$ cat src/rtl/tec_pkg.sv
package tec_pkg;

  localparam int DATA_W = 8;
  localparam int ADDR_W = 2;

  localparam logic [ADDR_W-1:0] ADDR_CTRL = 2'd0;
  localparam logic [ADDR_W-1:0] ADDR_CNT  = 2'd1;
  localparam logic [ADDR_W-1:0] ADDR_INTC = 2'd2;

  typedef enum logic [1:0] {
    MODE_OFF   = 2'b00,
    MODE_EVENT = 2'b01,
    MODE_TIMER = 2'b10,
    MODE_RSVD  = 2'b11
  } tec_mode_e;

  typedef struct packed {
    tec_mode_e  mode;
    logic       edge_fall;
    logic       run_en;
    logic       spare;
    logic [2:0] psel;
  } tec_ctrl_t;

  localparam int INTC_MIE_BIT  = 0;
  localparam int INTC_TIE_BIT  = 1;
  localparam int INTC_FLAG_BIT = 2;

endpackage

$ cat src/rtl/tec_rst_sync.sv
module tec_rst_sync #(
  parameter int STAGES = 2
) (
  input  logic clk,
  input  logic rst_ni,
  output logic rst_no
);

  logic [STAGES-1:0] chain_q;
  logic [STAGES-1:0] chain_d;

  always_comb begin
    chain_d = {chain_q[STAGES-2:0], 1'b1};
  end

  always_ff @(posedge clk or negedge rst_ni) begin
    if (!rst_ni) chain_q <= '0;
    else         chain_q <= chain_d;
  end

  assign rst_no = chain_q[STAGES-1];

endmodule

$ cat src/rtl/tec_evt_edge.sv
module tec_evt_edge #(
  parameter int STAGES = 2
) (
  input  logic clk,
  input  logic rst_n,
  input  logic evt_i,
  input  logic fall_sel_i,
  output logic edge_o
);

  logic [STAGES-1:0] sync_q;
  logic              last_q;
  logic              rise, fall;

  for (genvar g = 0; g < STAGES; g++) begin : g_sync
    logic stage_d;
    if (g == 0) begin : g_first
      assign stage_d = evt_i;
    end else begin : g_next
      assign stage_d = sync_q[g-1];
    end
    always_ff @(posedge clk or negedge rst_n) begin
      if (!rst_n) sync_q[g] <= 1'b0;
      else        sync_q[g] <= stage_d;
    end
  end

  always_ff @(posedge clk or negedge rst_n) begin
    if (!rst_n) last_q <= 1'b0;
    else        last_q <= sync_q[STAGES-1];
  end

  always_comb begin
    rise   = sync_q[STAGES-1] & ~last_q;
    fall   = ~sync_q[STAGES-1] & last_q;
    edge_o = fall_sel_i ? fall : rise;
  end

endmodule

$ cat src/rtl/tec_prescaler.sv
module tec_prescaler #(
  parameter int PSEL_W = 3,
  localparam int PRE_W = 1 << PSEL_W
) (
  input  logic              clk,
  input  logic              rst_n,
  input  logic              run_i,
  input  logic [PSEL_W-1:0] psel_i,
  output logic              tick_o
);

  logic [PRE_W-1:0]  pre_q, pre_d;
  logic [PRE_W-1:0]  mask;
  logic [PSEL_W:0]   shamt;

  always_comb begin
    shamt  = {1'b0, psel_i} + 1'b1;
    mask   = ~({PRE_W{1'b1}} << shamt);
    tick_o = run_i && ((pre_q & mask) == mask);
    pre_d  = run_i ? pre_q + 1'b1 : '0;
  end

  always_ff @(posedge clk or negedge rst_n) begin
    if (!rst_n) pre_q <= '0;
    else        pre_q <= pre_d;
  end

  // above divide-by-two a tick is never followed by another at once
  a_r2_tick_spacing: assert property (@(posedge clk) disable iff (!rst_n)
    (tick_o && run_i && psel_i != '0) |=>
      (!tick_o || !run_i || psel_i != $past(psel_i)));

endmodule

$ cat src/rtl/tmr_evt_cnt.sv
module tmr_evt_cnt
  import tec_pkg::*;
#(
  parameter int SYNC_STAGES = 2,
  parameter int RST_STAGES  = 2
) (
  input  logic              clk,
  input  logic              rst_ni,
  input  logic              bus_sel_i,
  input  logic              bus_wr_i,
  input  logic              bus_rd_i,
  input  logic [ADDR_W-1:0] bus_addr_i,
  input  logic [DATA_W-1:0] bus_wdata_i,
  output logic [DATA_W-1:0] bus_rdata_o,
  input  logic              evt_i,
  input  logic              pdn_i,
  output logic              irq_o,
  output logic              wake_o
);

  localparam logic [DATA_W-1:0] CNT_MAX = {DATA_W{1'b1}};

  logic rst_n;

  tec_ctrl_t         ctrl_q, ctrl_d;
  logic [DATA_W-1:0] preload_q, preload_d;
  logic [DATA_W-1:0] cnt_q, cnt_d;
  logic              mie_q, mie_d, tie_q, tie_d, flag_q, flag_d;
  logic              wake_q, wake_d;

  logic ctrl_wr, cnt_wr, intc_wr, cnt_acc;
  logic run, pre_tick, evt_edge, tick, step, ovf;

  tec_rst_sync #(.STAGES(RST_STAGES)) u_rst (
    .clk    (clk),
    .rst_ni (rst_ni),
    .rst_no (rst_n)
  );

  // register access decode
  always_comb begin
    ctrl_wr = bus_sel_i && bus_wr_i && (bus_addr_i == ADDR_CTRL);
    cnt_wr  = bus_sel_i && bus_wr_i && (bus_addr_i == ADDR_CNT);
    intc_wr = bus_sel_i && bus_wr_i && (bus_addr_i == ADDR_INTC);
    cnt_acc = bus_sel_i && (bus_wr_i || bus_rd_i) && (bus_addr_i == ADDR_CNT);
  end

  always_comb begin
    run = ctrl_q.run_en &&
          (ctrl_q.mode == MODE_TIMER || ctrl_q.mode == MODE_EVENT);
  end

  tec_prescaler #(.PSEL_W(3)) u_pre (
    .clk    (clk),
    .rst_n  (rst_n),
    .run_i  (run && ctrl_q.mode == MODE_TIMER),
    .psel_i (ctrl_q.psel),
    .tick_o (pre_tick)
  );

  tec_evt_edge #(.STAGES(SYNC_STAGES)) u_evt (
    .clk        (clk),
    .rst_n      (rst_n),
    .evt_i      (evt_i),
    .fall_sel_i (ctrl_q.edge_fall),
    .edge_o     (evt_edge)
  );

  // counter next state
  always_comb begin
    tick = (ctrl_q.mode == MODE_TIMER) ? pre_tick : evt_edge;
    step = run && tick && !cnt_acc;
    ovf  = step && (cnt_q == CNT_MAX);
    cnt_d = cnt_q;
    if (ovf)               cnt_d = preload_q;
    else if (step)         cnt_d = cnt_q + 1'b1;
    else if (cnt_wr && !run) cnt_d = bus_wdata_i;
  end

  // register next state
  always_comb begin
    ctrl_d    = ctrl_wr ? tec_ctrl_t'(bus_wdata_i) : ctrl_q;
    preload_d = cnt_wr ? bus_wdata_i : preload_q;
    mie_d     = intc_wr ? bus_wdata_i[INTC_MIE_BIT] : mie_q;
    tie_d     = intc_wr ? bus_wdata_i[INTC_TIE_BIT] : tie_q;
    flag_d    = flag_q;
    if (ovf)          flag_d = 1'b1;
    else if (intc_wr) flag_d = bus_wdata_i[INTC_FLAG_BIT];
    wake_d    = ovf && pdn_i && !flag_q;
  end

  always_ff @(posedge clk or negedge rst_n) begin
    if (!rst_n) begin
      ctrl_q    <= '0;
      preload_q <= '0;
      cnt_q     <= '0;
      mie_q     <= 1'b0;
      tie_q     <= 1'b0;
      flag_q    <= 1'b0;
      wake_q    <= 1'b0;
    end else begin
      ctrl_q    <= ctrl_d;
      preload_q <= preload_d;
      cnt_q     <= cnt_d;
      mie_q     <= mie_d;
      tie_q     <= tie_d;
      flag_q    <= flag_d;
      wake_q    <= wake_d;
    end
  end

  // read mux and outputs
  always_comb begin
    unique case (bus_addr_i)
      ADDR_CTRL: bus_rdata_o = ctrl_q;
      ADDR_CNT:  bus_rdata_o = cnt_q;
      ADDR_INTC: bus_rdata_o = {{(DATA_W-3){1'b0}}, flag_q, tie_q, mie_q};
      default:   bus_rdata_o = '0;
    endcase
  end

  assign irq_o  = flag_q && tie_q && mie_q;
  assign wake_o = wake_q;

  // overflow sets the request flag and reloads the count
  a_r5_ovf_sets_flag: assert property (@(posedge clk) disable iff (!rst_n)
    ovf |=> flag_q);
  a_r5_ovf_reload: assert property (@(posedge clk) disable iff (!rst_n)
    ovf |=> cnt_q == $past(preload_q));

  // a running count never moves in a cycle that touches it
  a_r7_access_hold: assert property (@(posedge clk) disable iff (!rst_n)
    (cnt_acc && run) |=> $stable(cnt_q));

  // a stopped count only moves through a reload write
  a_r3_stopped_hold: assert property (@(posedge clk) disable iff (!rst_n)
    (!run && !cnt_wr) |=> $stable(cnt_q));

  // wake-up is one cycle long and follows a power-down cycle
  a_r9_wake_single: assert property (@(posedge clk) disable iff (!rst_n)
    wake_o |=> !wake_o);
  a_r9_wake_pdn: assert property (@(posedge clk) disable iff (!rst_n)
    wake_o |-> $past(pdn_i));

  // a flag that is already set blocks the next wake-up
  a_r10_flag_blocks_wake: assert property (@(posedge clk) disable iff (!rst_n)
    flag_q |=> !wake_o);

endmodule

$ cat config.mk
export PLATFORM = sky130hd
export DESIGN_NAME = tmr_evt_cnt
export DESIGN_NICKNAME = d
export VERILOG_FILES = /design/src/rtl/tec_pkg.sv /design/src/rtl/tec_rst_sync.sv /design/src/rtl/tec_evt_edge.sv /design/src/rtl/tec_prescaler.sv /design/src/rtl/tmr_evt_cnt.sv
export SDC_FILE = /design/constraint.sdc
export NUM_CORES = 1
export LEC_CHECK = 0
export BUFFER_PORTS_ARGS = -buffer_cell sky130_fd_sc_hd__buf_2
export CORE_MARGIN = 1
export CORE_UTILIZATION = 45
export CTS_CLUSTER_SIZE = 14
export DETAILED_ROUTE_END_ITERATION = 6
export PLACE_DENSITY = 0.7
export SYNTH_ARGS = -nofsm -noshare
export SYNTH_HDL_FRONTEND = slang
export SYNTH_SLANG_ARGS = --single-unit
$ cat constraint.sdc
create_clock -name clk -period 1.9 [get_ports clk]
set_input_delay 0.19 -clock clk [delete_from_list [all_inputs] [get_ports clk]]
set_output_delay 0.19 -clock clk [all_outputs]
set_load 0.005 [all_outputs]
==> summary.md <==
| Metric | Value |
|---|---|
| Avg Vias per Cell | `5.53` |
| Outcome | `finished, violations left` |
| Seq/Total Area, Yosys | `0.468` |
| WP data required | `2.10 ns` |
| Worst setup margin | `-0.149 ns` |
| PD cells | `1040 nW/um^2` |
| Crit. End Element | `flop` |
| Synth warn | `0` |
| Clk_lat worst skew | `0.30 ns` |
| Most Used Layer, Global Route | `met2` |
| Top-area cell type share of the netlist area | `0.468` |
| Setup Skew | `0.00714 ns` |
| Final Util | `0.602` |
| Overflow after GRT | `0` |
| Mean Syn Cell Area | `10.9 sq um` |
| Final hold vios | `0` |
| Mapped Area | `2190 sq um` |
| Ys async rst share | `1.00` |
| Root Buffer | `clkbuf_8` |
| Share of cells above drive strength 1 | `0.394` |
| FF+latch area | `1030 sq um` |
| Core Footprint | `4690 sq um` |
| Layout area overhead | `28.9%` |
| Largest area contributor in the netlist | `dfrtp_1` |
| GRT Util Overall | `0.216` |
| Global Route met3 Usage | `0.0520` |
| Fin crit share | `1.08` |
| First-pass GRT wire length | `8420 um` |
| Placer Congestion | `0.863` |
| Post-route ant nets | `0` |
| Synth Register Bits | `41` |
| Failing checks | `setup timing` |
| Clk buf depth | `2` |
| Post-synth EDFFs | `0` |
| Die Y-Extent | `71.8 um` |
| Final setup violation count | `3` |
| Post-DP HPWL | `3550 um` |
| Initial antenna violation count | `0` |
| Initial Utilization | `0.467` |
| Crit Path Class | `flop to flop` |
| Grt met2 use | `0.356` |
| CP arrival | `2.25 ns` |
| Die ar. | `5150 sq um` |
| Max transition margin | `0.657` |
| Highest clock rate | `488 MHz` |
| Row cnt | `25` |
| Max VDD drop | `0.600 mV` |
| WL final | `5170 um` |
| Syn Inst Count | `201` |
| Port Buffers | `26` |
| Critical path launch point type | `flop` |
| Leak | `1.30 nW` |
| Ant. Diodes | `0` |
| Number of CTS-inserted buffers | `5` |
| Number of global-route vias before repair | `1689` |
| NumNets Final | `280` |
| Synth unique cells | `47` |
| Num Clock Sinks | `41` |
| Routed length per instance | `16.5 um` |
| Placed cells | `295` |
| Crit Path Max Fanout | `4` |
| Max-Cap Viols | `0` |
| I/O Pins | `27` |
| Worst Hold Class | `primary input to flop` |
| CTS tree | `done` |
| Main flop type after synthesis | `dfrtp_1` |
| DR DRC count | `0` |
| Area contributors post-synth | `dfrtp_1 47%, mux2_2 8.7%, mux2i_1 8.7%, nor2_1 3.3%, ha_1 2.9%` |
| Vias | `1732` |
| Tmin final | `2.05 ns` |
| Initial DRC count | `95` |
| Final Max Tran Viols | `0` |
| H-tree depth | `2` |
| Hold Worst Slack | `0.120 ns` |
| Syn Nets | `223` |
| RSZ-0062 raised after global routing | `yes` |
| Largest net degree at the start of global routing | `29` |
| Met1 GRT Util | `0.287` |
| Worst-path clk slew | `0.08 ns` |
| Footprint of the multi-input gates | `1220 sq um` |
| Slew @ Worst Pin | `0.515 ns` |
| Fill cells | `385` |
| Post-Layout Cell Count | `313` |
| Horiz. Die Dim | `71.8 um` |
| Pre-Repair DR Iteration Count | `4` |
-- layer usage --
layer | up-vias | share of wire
met5 | - | 0
met4 | 0 | 0.011
met3 | 8 | 0.033
met2 | 28 | 0.49
met1 | 855 | 0.46
li1 | 841 | -
-- report_power, final --
part | internal (mW) | switching [mW]
Combinational | 0.517 | 0.453
Sequential | 1.04 | 0.205
Clock | 0.428 | 0.301
-- cell families after synthesis --
logic type | count (synthesis) | share of synthesized area
and+or+nand+nor | 70 | 0.169
DFF | 41 | 0.468
muxes | 36 | 0.174
AOI/OAI and AO/OA | 30 | 0.106
xor gates and xnor gates | 9 | 0.0360
buffers and inverters | 9 | 0.0166
adders and majority gates | 5 | 0.0285
other | 1 | 0.00171
-- final cells by class --
| type | instances | share of cell area |
|---|---|---|
| sequential | 41 | 0.364 |
| inverter | 4 | 0.00620 |
| clock inverter | 1 | 0.0106 |
| tap | 54 | 0.0239 |
| multi-input combinational | 151 | 0.433 |
| timing repair buffer | 55 | 0.132 |
| clock buffer | 7 | 0.0306 |
-- critical path, cell delays in order (launching register included) --
cell and delay (ns):
dfrtp_1 0.45, ha_2 0.22, xnor2_2 0.17, a21oi_2 0.10, o41ai_4 0.39, buf_4 0.20, a41oi_2 0.14, a311oi_1 0.28
-- synth_stat cells, types with 2 or more instances --
library cell,instances
nor2_1,19
nand4_1,2
mux2i_1,19
buf_2,2
nand2b_1,3
and3_1,5
mux2_2,17
xnor2_1,3
xor2_1,6
o221ai_1,3
inv_1,4
dfrtp_1,41
or2_2,2
o21ai_0,8
ha_1,5
clkbuf_1,2
nand2_1,15
nand3_1,9
and2_1,2
a311oi_1,2
a21oi_1,5
o31a_1,2
-- timing repair --
| item | 4_1_cts | 5_1_grt |
|---|---|---|
| endpoints found under the hold margin | 3 | 0 |
| pin swaps | 7 | 7 |
| buffers inserted | 3 | 5 |
| hold buffers | 2 | 0 |
| gates resized for setup | 5 | 17 |
| endpoints found under the setup margin | 10 | 10 |
-- state kept, by name (all words and copies together), names as in the netlist, 2 cells and up --
name and cells:
u_rst.chain_q 2, ctrl_q 8, cnt_q 8, preload_q 8, u_pre.pre_q 8
-- stage by stage --
| stage | total power [mW] | TNS, ns | cell area (sq um) | worst slack [ns] |
|---|---|---|---|---|
| after floorplan | 1.73 | -0.0820 | 2200 | -0.0352 |
| after global placement | 2.01 | -0.00356 | 2520 | -0.00356 |
| after detailed placement | 2.05 | -0.529 | 2520 | -0.104 |
| after CTS | 2.83 | -0.577 | 2700 | -0.0953 |
| after global routing | 3.13 | -0.572 | 2830 | -0.203 |
| final | 2.94 | -0.217 | 2830 | -0.149 |
-- path summary, 6_finish.rpt --
check                                 startpoint                      end  slack (ns)  cells after the start
worst min register to register  u_rst.chain_q[1]  u_evt.g_sync[1].stage_d        0.21                      0
min in group asynchronous                 rst_ni         u_rst.chain_q[0]        0.20                      2
worst min-delay path                       pdn_i                   wake_o        0.12                      3
worst max-delay path                   ctrl_q[0]                 cnt_q[4]       -0.15                      7
max in group asynchronous       u_rst.chain_q[1]                ctrl_q[1]        1.15                      1
worst max register to register         ctrl_q[0]                 cnt_q[4]       -0.15                      7
-- layout by cell type (no fill, tap or decap), types with 3 or more instances in the layout --
cell type,Yosys,routed
xor2_1,6,6
dfrtp_1,41,40
o21ai_0,8,7
a21oi_1,5,5
mux2_2,17,16
clkbuf_8,0,6
buf_2,2,26
nand3_1,9,9
nand2b_1,3,3
buf_4,0,24
nor2_1,19,18
and3_1,5,5
mux2i_1,19,19
nand2_1,15,15
No activity file was read; power rests on OpenSTA's default activity.
